$ cat config.mk
export PLATFORM = sky130hd
export DESIGN_NAME = recip_quot_unit
export DESIGN_NICKNAME = d
export VERILOG_FILES = /design/src/rtl/rq_mul_stage.sv /design/src/rtl/rq_add_stage.sv /design/src/rtl/rq_out_stage.sv /design/src/rtl/recip_quot_unit.sv
export SDC_FILE = /design/constraint.sdc
export NUM_CORES = 1
export LEC_CHECK = 0
export ABC_AREA = 1
export CORE_ASPECT_RATIO = 0.6
export CORE_MARGIN = 1.5
export CORE_UTILIZATION = 60
export DETAILED_ROUTE_END_ITERATION = 7
export DONT_BUFFER_PORTS = 1
export GPL_ROUTABILITY_DRIVEN = 0
export GPL_TIMING_DRIVEN = 0
export PLACE_DENSITY_LB_ADDON = 0.12
export SYNTH_ARGS = -nofsm -noshare
export SYNTH_HDL_FRONTEND = slang
export SYNTH_SLANG_ARGS = --single-unit
$ cat constraint.sdc
create_clock -name clk -period 4.5 [get_ports clk]
set_input_delay 0 -clock clk [delete_from_list [all_inputs] [get_ports clk]]
set_output_delay 0 -clock clk [all_outputs]
set_load 0.01 [all_outputs]
$ cat src/rtl/rq_mul_stage.sv
module rq_mul_stage #(
  parameter int W = 16
) (
  input  logic           clk,
  input  logic           rst_n,
  input  logic           advance,
  input  logic           in_fire,
  input  logic [W-1:0]   in_n,
  input  logic [W-1:0]   in_ch,
  input  logic [W-1:0]   in_cl,
  input  logic           in_one,
  output logic           s1_valid,
  output logic           s1_one,
  output logic [W-1:0]   s1_n,
  output logic [2*W-1:0] s1_prod_hi,
  output logic [W-1:0]   s1_lo_top
);
  localparam int W2 = 2 * W;

  // full 2W-bit product of dividend and high reciprocal word
  function automatic logic [W2-1:0] full_product(input logic [W-1:0] a, input logic [W-1:0] b);
    return {{W{1'b0}}, a} * {{W{1'b0}}, b};
  endfunction

  // upper word only of dividend times low reciprocal word; lower word dropped
  function automatic logic [W-1:0] upper_half(input logic [W-1:0] a, input logic [W-1:0] b);
    return W'(({{W{1'b0}}, a} * {{W{1'b0}}, b}) >> W);
  endfunction

  logic [W2-1:0] prod_hi_next;
  logic [W-1:0]  lo_top_next;

  assign prod_hi_next = full_product(in_n, in_ch);
  assign lo_top_next  = upper_half(in_n, in_cl);

  always_ff @(posedge clk or negedge rst_n) begin
    if (!rst_n) begin
      s1_valid   <= 1'b0;
      s1_one     <= 1'b0;
      s1_n       <= '0;
      s1_prod_hi <= '0;
      s1_lo_top  <= '0;
    end else if (advance) begin
      s1_valid <= in_fire;
      if (in_fire) begin
        s1_one     <= in_one;
        s1_n       <= in_n;
        s1_prod_hi <= prod_hi_next;
        s1_lo_top  <= lo_top_next;
      end
    end
  end

  // a stalled pipeline keeps its first stage intact
  a_r7_s1_hold: assert property (@(posedge clk) disable iff (!rst_n)
    !advance |=> $stable(s1_valid) && $stable(s1_n) && $stable(s1_prod_hi) && $stable(s1_lo_top));
endmodule

$ cat src/rtl/rq_add_stage.sv
module rq_add_stage #(
  parameter int W = 16
) (
  input  logic           clk,
  input  logic           rst_n,
  input  logic           advance,
  input  logic           s1_valid,
  input  logic           s1_one,
  input  logic [W-1:0]   s1_n,
  input  logic [2*W-1:0] s1_prod_hi,
  input  logic [W-1:0]   s1_lo_top,
  output logic           s2_valid,
  output logic [W-1:0]   s2_q
);
  localparam int W2 = 2 * W;
  localparam int WS = W2 + 1;

  // wide sum with one spare bit of headroom above the 2W-bit product
  function automatic logic [WS-1:0] wide_sum(input logic [W2-1:0] ph, input logic [W-1:0] lt);
    return {1'b0, ph} + {{(W + 1){1'b0}}, lt};
  endfunction

  logic [WS-1:0] sum;
  logic [W-1:0]  q_mul;
  logic [W-1:0]  q_next;

  assign sum    = wide_sum(s1_prod_hi, s1_lo_top);
  assign q_mul  = sum[W2-1:W];
  assign q_next = s1_one ? s1_n : q_mul;

  always_ff @(posedge clk or negedge rst_n) begin
    if (!rst_n) begin
      s2_valid <= 1'b0;
      s2_q     <= '0;
    end else if (advance) begin
      s2_valid <= s1_valid;
      if (s1_valid) s2_q <= q_next;
    end
  end

  // the spare top bit of the sum is never needed
  a_r3_headroom: assert property (@(posedge clk) disable iff (!rst_n)
    s1_valid |-> sum < {1'b1, {W2{1'b0}}});

  // unit divisor passes the dividend through
  a_r4_bypass: assert property (@(posedge clk) disable iff (!rst_n)
    s1_valid && s1_one && advance |=> s2_valid && s2_q == $past(s1_n));

  // any reciprocal below 2^(2W) yields a quotient below the dividend
  a_r2_q_below_n: assert property (@(posedge clk) disable iff (!rst_n)
    s1_valid && !s1_one && advance |=>
      (s2_q < $past(s1_n)) || ($past(s1_n) == '0 && s2_q == '0));
endmodule

$ cat src/rtl/rq_out_stage.sv
module rq_out_stage #(
  parameter int W = 16
) (
  input  logic         clk,
  input  logic         rst_n,
  input  logic         advance,
  input  logic         out_ready,
  input  logic         s2_valid,
  input  logic [W-1:0] s2_q,
  output logic         out_valid,
  output logic [W-1:0] out_quotient
);
  always_ff @(posedge clk or negedge rst_n) begin
    if (!rst_n) begin
      out_valid    <= 1'b0;
      out_quotient <= '0;
    end else if (advance) begin
      out_valid <= s2_valid;
      if (s2_valid) out_quotient <= s2_q;
    end
  end

  // a moving pipeline leaves no bubble behind a valid second stage
  a_r6_no_bubble: assert property (@(posedge clk) disable iff (!rst_n)
    s2_valid && advance |=> out_valid);

  // a held result does not change
  a_r7_hold: assert property (@(posedge clk) disable iff (!rst_n)
    out_valid && !out_ready |=> out_valid && $stable(out_quotient));
endmodule

$ cat src/rtl/recip_quot_unit.sv
module recip_quot_unit #(
  parameter int W = 16
) (
  input  logic         clk,
  input  logic         rst_n,
  input  logic         in_valid,
  output logic         in_ready,
  input  logic [W-1:0] in_dividend,
  input  logic [W-1:0] in_recip_hi,
  input  logic [W-1:0] in_recip_lo,
  input  logic         in_unit_divisor,
  output logic         out_valid,
  input  logic         out_ready,
  output logic [W-1:0] out_quotient
);
  localparam int W2 = 2 * W;

  logic           advance;
  logic           in_fire;
  logic           s1_valid;
  logic           s1_one;
  logic [W-1:0]   s1_n;
  logic [W2-1:0]  s1_prod_hi;
  logic [W-1:0]   s1_lo_top;
  logic           s2_valid;
  logic [W-1:0]   s2_q;

  assign advance  = !out_valid || out_ready;
  assign in_ready = advance;
  assign in_fire  = in_valid && advance;

  rq_mul_stage #(.W(W)) u_mul (
    .clk(clk), .rst_n(rst_n), .advance(advance), .in_fire(in_fire),
    .in_n(in_dividend), .in_ch(in_recip_hi), .in_cl(in_recip_lo), .in_one(in_unit_divisor),
    .s1_valid(s1_valid), .s1_one(s1_one), .s1_n(s1_n),
    .s1_prod_hi(s1_prod_hi), .s1_lo_top(s1_lo_top)
  );

  rq_add_stage #(.W(W)) u_add (
    .clk(clk), .rst_n(rst_n), .advance(advance),
    .s1_valid(s1_valid), .s1_one(s1_one), .s1_n(s1_n),
    .s1_prod_hi(s1_prod_hi), .s1_lo_top(s1_lo_top),
    .s2_valid(s2_valid), .s2_q(s2_q)
  );

  rq_out_stage #(.W(W)) u_out (
    .clk(clk), .rst_n(rst_n), .advance(advance), .out_ready(out_ready),
    .s2_valid(s2_valid), .s2_q(s2_q),
    .out_valid(out_valid), .out_quotient(out_quotient)
  );

  // no intake while a result is held back
  a_r7_no_intake: assert property (@(posedge clk) disable iff (!rst_n)
    out_valid && !out_ready |-> !in_ready);

  // the output is empty right after reset is released
  a_r1_empty_after_reset: assert property (@(posedge clk)
    !rst_n |=> !out_valid);
endmodule

==> flow_metrics.py, run 1 <==
metrics = {
    "detailed_routing": {
        "drc": 0,
        "vias": 23300,
        "routed_wirelength_um": 85700,
        "first_pass_iteration_count_of_the_detailed_router": 8,
        "detail_route.vias_per_cell": 5.77,
        "wl_per_cell_um": 21.3,
        "drt_first_iter_violations": 2986,
        "ant_nets": 0,
    },
    "timing": {
        "timing.hold.ws_ps": 51.5,
        "setup-violations-final": 35,
        "skew_ps": 11.9,
        "tns_ps": -6980,
        "worst_slack_ps": -295,
        "hold_viol": 0,
        "final_period_minus_worst_setup_slack_ps": 4790,
        "worst_slew_margin_rel": 0.203,
        "rsz0062_at_grt": "true",
        "max_slew.worst_pin.slew_ps": 1190,
        "fmaxAchievable_mhz": 209,
        "final_min_period_over_clock_period": 1.07,
        "report.final.slew_viol_count": 0,
    },
    "synthesis": {
        "flip_flop_and_latch_count_after_synthesis": 100,
        "synth_cell_type_count": 27,
        "avg_cell_area_syn_um2": 7.04,
        "seq_area_frac_synth": 0.106,
        "synth_warnings": 0,
        "netlist_area_um2": 23600,
        "syn-num-nets": 4018,
        "post_synth_main_area_contributors": "sky130_fd_sc_hd__fa_1 33%, sky130_fd_sc_hd__nand2_1 17%, sky130_fd_sc_hd__inv_1 14%, sky130_fd_sc_hd__ha_1 12%, sky130_fd_sc_hd__dfrtp_1 11%",
        "synth_cells": 3358,
        "synthDominantAreaCellType": "sky130_fd_sc_hd__fa_1",
        "synth_top_cell_area_share": 0.328,
    },
    "critical_path": {
        "reg2reg_to": "u_add.s2_q[7]",
        "critPathCaptureType": "flop",
        "ff2ff_path_depth": 10,
        "worst-endpoint-required_ps": 4810,
        "path_class": "primary input to flop",
        "path_max_fanout": 6,
        "crit_path_start_kind": "primary input",
        "worst_r2r_startpoint": "u_mul.s1_lo_top[9]",
        "worst_ep_arrival_time_ps": 5110,
        "worst-r2r-setup-slack_ps": 1900,
    },
    "die": {
        "io-pin-count": 71,
        "fp.dieArea_um2": 40700,
        "fp.dieH_um": 157,
        "placeable_area_um2": 39000,
        "initial_core_util": 0.607,
        "die-width_um": 259,
        "placementRows": 56,
    },
    "clock_tree": {
        "cts.path.max_buffers": 2,
        "cts-root-buf": "sky130_fd_sc_hd__clkbuf_16",
        "htreeDepth": 3,
        "clkLatencyLatePin_ps": 380,
        "number_of_cts_inserted_buffers": 9,
        "cts.sinks": 100,
        "path_clk_slew_ps": 80,
        "tritoncts": "yes",
    },
    "grt": {
        "overflow": 0,
        "grt_max_degree": 101,
        "grt_pass1_vias": 23200,
        "grt_antenna_before_repair": 5,
        "grt_pass1_wl_um": 129000,
        "grt.total_usage": 0.427,
    },
    "final_layout": {
        "drive_gt1_frac": 0.187,
        "mostFrequentLayoutCell": "sky130_fd_sc_hd__nand2_1",
        "areaGrowthSynthToFinish_pct": 24.7,
        "final_nets": 4160,
        "multi_input_logic_area_um2": 19000,
        "register_area_um2": 2500,
        "final_util": 0.757,
        "nFillCells": 2757,
        "layout.cells.most_common_list": "987 x sky130_fd_sc_hd__nand2_1, 833 x sky130_fd_sc_hd__inv_1, 368 x sky130_fd_sc_hd__fa_1",
        "finish.instance_area_um2": 29500,
    },
    "run_status": {
        "violations_in_the_final_reports": "negative setup slack",
        "run_status": "finished with violations",
    },
    "placed_design": {
        "place.detailed.hpwl_um": 64000,
        "placed_cell_area_um2": 25800,
        "place.port_buffers": 0,
    },
    "min_path": {
        "hold_path_end": "u_mul.s1_n[13]",
        "worst_hold_path.num_cells": 4,
        "min-delay-start": "in_dividend[13]",
        "timing.hold.worst.class": "primary input to flop",
    },
    "flow_run": {
        "drv.max_cap_violation_count": 0,
    },
}
==> routing by layer <==
metal	share of wire	routed length, um	global-route usage
met1	0.37	31700	0.566
met2	0.40	34500	0.601
met3	0.17	14500	0.186
met4	0.057	4860	0.185
met5	0.0017	149	0.0254
==> cell usage after synthesis <==
cell type and instances:
sky130_fd_sc_hd__a21oi_1 68, sky130_fd_sc_hd__a31oi_1 3, sky130_fd_sc_hd__buf_2 6, sky130_fd_sc_hd__clkbuf_1 138
sky130_fd_sc_hd__dfrtp_1 100, sky130_fd_sc_hd__fa_1 387, sky130_fd_sc_hd__ha_1 220, sky130_fd_sc_hd__inv_1 909
sky130_fd_sc_hd__inv_2 1, sky130_fd_sc_hd__mux2_2 13, sky130_fd_sc_hd__nand2_1 1098, sky130_fd_sc_hd__nand2_2 2
sky130_fd_sc_hd__nand3_1 118, sky130_fd_sc_hd__nand3_2 1, sky130_fd_sc_hd__nand3b_1 8, sky130_fd_sc_hd__nand4_1 21
sky130_fd_sc_hd__nor2_1 146, sky130_fd_sc_hd__nor2_2 1, sky130_fd_sc_hd__nor3_1 16, sky130_fd_sc_hd__nor3b_2 1
sky130_fd_sc_hd__o21ai_0 68, sky130_fd_sc_hd__o21ai_1 3, sky130_fd_sc_hd__o21bai_1 9, sky130_fd_sc_hd__o31ai_1 2
sky130_fd_sc_hd__or2_2 1, sky130_fd_sc_hd__xnor2_1 14, sky130_fd_sc_hd__xor2_1 4
==> cells by family (layout without fill, tap and decap cells) <==
| kind of cell | after synthesis | in the layout | share of synthesized area |
|---|---|---|---|
| adders and majority gates | 607 | 607 | 0.444 |
| AOI/OAI and AO/OA | 153 | 153 | 0.0337 |
| and+or+nand+nor | 1413 | 1413 | 0.236 |
| other | 0 | 3 | 0 |
| DFF | 100 | 100 | 0.106 |
| muxes | 13 | 13 | 0.00619 |
| xor gates and xnor gates | 18 | 18 | 0.00667 |
| buffers and inverters | 1054 | 1201 | 0.168 |
==> area by class of cell <==
type / instances / area share
Antenna cell: 3 / 0.000255
Buffer: 144 / 0.0788
Clock buffer: 9 / 0.00764
Clock inverter: 7 / 0.00233
Inverter: 910 / 0.117
Multi-Input combinational cell: 2204 / 0.644
Sequential cell: 100 / 0.0849
Tap cell: 522 / 0.0222
Timing Repair Buffer: 131 / 0.0433
==> stage by stage <==
stage               setup slack [ps]  std cells
finish                          -295       4030
global route                    -396       4027
CTS                             -158       4010
detailed placement              -978       3880
global placement                -965       3880
floorplan                       -138       3358
==> worst max path at each step <==
| stage | startpoint | to | cells after the start |
|---|---|---|---|
| global route | in_dividend[6] | u_mul.s1_lo_top[6] | 23 |
| CTS | in_dividend[12] | u_mul.s1_prod_hi[24] | 24 |
| detailed placement | in_dividend[15] | u_mul.s1_lo_top[14] | 25 |
| finish | in_dividend[6] | u_mul.s1_prod_hi[24] | 22 |
| global placement | in_dividend[15] | u_mul.s1_prod_hi[28] | 23 |
| floorplan | in_recip_lo[9] | u_mul.s1_lo_top[7] | 26 |
==> repair_timing <==
item / CTS / global route
cloned: 6 / 0
hold buffers: 15 / 0
endpoints found under the hold margin: 113 / 0
pin swaps: 149 / 120
resized for setup: 375 / 141
setup buffers: 93 / 17
endpoints found under the setup margin: 39 / 39
==> critical path, cell delays in order <==
cell,delay [ps]
sky130_fd_sc_hd__clkbuf_16,160
sky130_fd_sc_hd__clkbuf_16,150
sky130_fd_sc_hd__buf_6,90
sky130_fd_sc_hd__nand2_2,40
sky130_fd_sc_hd__fa_1,560
sky130_fd_sc_hd__inv_2,40
sky130_fd_sc_hd__fa_1,520
sky130_fd_sc_hd__fa_1,580
sky130_fd_sc_hd__fa_2,460
sky130_fd_sc_hd__fa_1,520
sky130_fd_sc_hd__inv_1,50
sky130_fd_sc_hd__fa_1,520
sky130_fd_sc_hd__inv_2,60
sky130_fd_sc_hd__ha_4,320
sky130_fd_sc_hd__nand2_4,90
sky130_fd_sc_hd__nor2_4,130
sky130_fd_sc_hd__inv_2,80
sky130_fd_sc_hd__nor3_4,190
sky130_fd_sc_hd__nand3_2,150
sky130_fd_sc_hd__nand4_1,160
sky130_fd_sc_hd__nand3_2,110
sky130_fd_sc_hd__nand2_1,120
==> state kept, by name, summed over array words and instances, names as in the netlist <==
register            cells
u_mul.s1_prod_hi       32
u_add.s2_q             16
u_mul.s1_lo_top        16
u_mul.s1_n             16
u_out.out_quotient     16
u_add.s2_valid          1
u_mul.s1_one            1
u_mul.s1_valid          1
u_out.out_valid         1
Power of run 1 is not shown: default switching activity piles up to over one toggle a cycle in this logic, so the estimate is an artifact.
==> inputs of run 2 (changes only) <==
- CTS_CLUSTER_SIZE: default -> 14
- MAX_ROUTING_LAYER: default -> met4
- SLEW_MARGIN: default -> 15
==> flow_metrics.py, run 2 (synthesized netlist as in run 1, its figures left out) <==
metrics = {
    "run_status": {
        "run_status": "finished with violations",
        "violations_in_the_final_reports": "design-rule violations, negative setup slack",
    },
    "grt": {
        "grt_max_degree": 101,
        "grt_pass1_vias": 23200,
        "grt_pass1_wl_um": 129000,
        "grt_antenna_before_repair": 4,
        "overflow": 0,
        "grt.total_usage": 0.440,
    },
    "timing": {
        "rsz0062_at_grt": "true",
        "final_period_minus_worst_setup_slack_ps": 4860,
        "final_min_period_over_clock_period": 1.08,
        "skew_ps": 13.5,
        "hold_viol": 0,
        "report.final.slew_viol_count": 0,
        "worst_slack_ps": -362,
        "max_slew.worst_pin.slew_ps": 1190,
        "setup-violations-final": 36,
        "worst_slew_margin_rel": 0.207,
        "fmaxAchievable_mhz": 206,
    },
    "die": {
        "initial_core_util": 0.607,
        "io-pin-count": 71,
        "placeable_area_um2": 39000,
        "placementRows": 56,
        "fp.dieH_um": 157,
        "die-width_um": 259,
        "fp.dieArea_um2": 40700,
    },
    "detailed_routing": {
        "detail_route.vias_per_cell": 5.77,
        "ant_nets": 0,
        "routed_wirelength_um": 87000,
        "vias": 23300,
        "wl_per_cell_um": 21.5,
        "drc": 34,
        "drt_first_iter_violations": 3137,
        "first_pass_iteration_count_of_the_detailed_router": 8,
    },
    "critical_path": {
        "path_class": "primary input to flop",
        "worstSetupStartpoint": "in_dividend[6]",
        "path_max_fanout": 6,
        "crit_path_start_kind": "primary input",
        "worst_path_largest_cell_delay_ps": 540,
        "worst_r2r_startpoint": "u_mul.s1_lo_top[10]",
        "critPathCaptureType": "flop",
        "worst_ep_arrival_time_ps": 5100,
        "worst-endpoint-required_ps": 4740,
        "cp_slowest_cell": "sky130_fd_sc_hd__fa_1",
    },
    "clock_tree": {
        "htreeDepth": 3,
        "cts.sinks": 100,
        "clkLatencyLatePin_ps": 380,
        "cts.path.max_buffers": 2,
        "number_of_cts_inserted_buffers": 9,
        "cts-root-buf": "sky130_fd_sc_hd__clkbuf_16",
        "tritoncts": "yes",
        "path_clk_slew_ps": 80,
    },
    "final_layout": {
        "areaGrowthSynthToFinish_pct": 25.8,
        "drive_gt1_frac": 0.202,
        "final_util": 0.763,
        "layout.cells.most_common_list": "968 x sky130_fd_sc_hd__nand2_1, 818 x sky130_fd_sc_hd__inv_1, 368 x sky130_fd_sc_hd__fa_1",
        "final_nets": 4173,
        "regMostFlops": "u_mul.s1_prod_hi",
        "max_ffs_per_register": 32,
        "mostFrequentLayoutCell": "sky130_fd_sc_hd__nand2_1",
    },
    "min_path": {
        "min-delay-start": "in_dividend[13]",
        "timing.hold.worst.class": "primary input to flop",
    },
    "placed_design": {
        "place.port_buffers": 0,
        "place.detailed.hpwl_um": 64000,
    },
    "flow_run": {
        "drv.max_cap_violation_count": 0,
    },
}
-- run 2: changes by cell type in the layout (fill, tap and decap cells not counted), sizes merged --
cell	delta
clkbuf	-1
buf	+14
diode	+4
-- run 2: cell type report --
cell class	count	area, um^2
multi-input combinational	2204	19100
antenna	7	17.5
clock buffer	9	225
fill	2730	9220
timing repair buffer	144	1410
inverter	910	3430
buffer	144	2310
tap	522	653
clock inverter	7	68.8
sequential	100	2500
-- run 2: final timing paths --
| kind | end | slack [ps] | depth (start not counted) |
|---|---|---|---|
| setup / recovery | u_mul.s1_prod_hi[20] | -360 | 25 |
| hold / removal | u_mul.s1_n[13] | 60 | 4 |
| setup reg to reg | u_add.s2_q[7] | 1690 | 10 |
| hold reg to reg | u_add.s2_q[3] | 480 | 2 |
| max in group asynchronous | u_mul.s1_lo_top[5] | 3880 | 2 |
| min in group asynchronous | u_add.s2_q[15] | 200 | 2 |
-- run 2: metal layers --
metal | part of all wire | wire length (um) | vias up | GRT usage
met1 | 0.38 | 32600 | 11100 | 0.572
met3 | 0.16 | 14200 | 443 | 0.178
met5 | 0 | 0 | - | -
met2 | 0.40 | 35200 | 1763 | 0.607
met4 | 0.056 | 4890 | 0 | 0.177
li1 | - | - | 10000 | -
-- run 2: worst max-delay path, delay by kind of cell --
kind                       cells  cell delay (ps)
adders and majority gates      7             3300
and+or+nand+nor                8              900
buffers and inverters          9              810
AOI/OAI and AO/OA              1               70
-- run 2: through the flow --
stage	instance area (um^2)	hold WS [ps]	TNS, ps	std cells	worst slack [ps]
global placement	25800	-294	-30220	3880	-965
CTS	28800	37.4	-2330	4010	-158
detailed placement	25800	-295	-31760	3880	-978
global route	29700	64.0	-11850	4045	-496
finish	29700	60.2	-7220	4047	-362
floorplan	25100	-296	-1620	3358	-138
-- run 2: repair_timing --
| action | CTS | global route |
|---|---|---|
| endpoints found under the hold margin | 113 | 0 |
| gates resized for setup | 375 | 194 |
| pin swaps | 149 | 118 |
| hold buffers | 15 | 0 |
| cloned | 6 | 2 |
| endpoints found under the setup margin | 39 | 39 |
| setup buffers | 93 | 29 |
Power of run 2 is left out for the same reason.
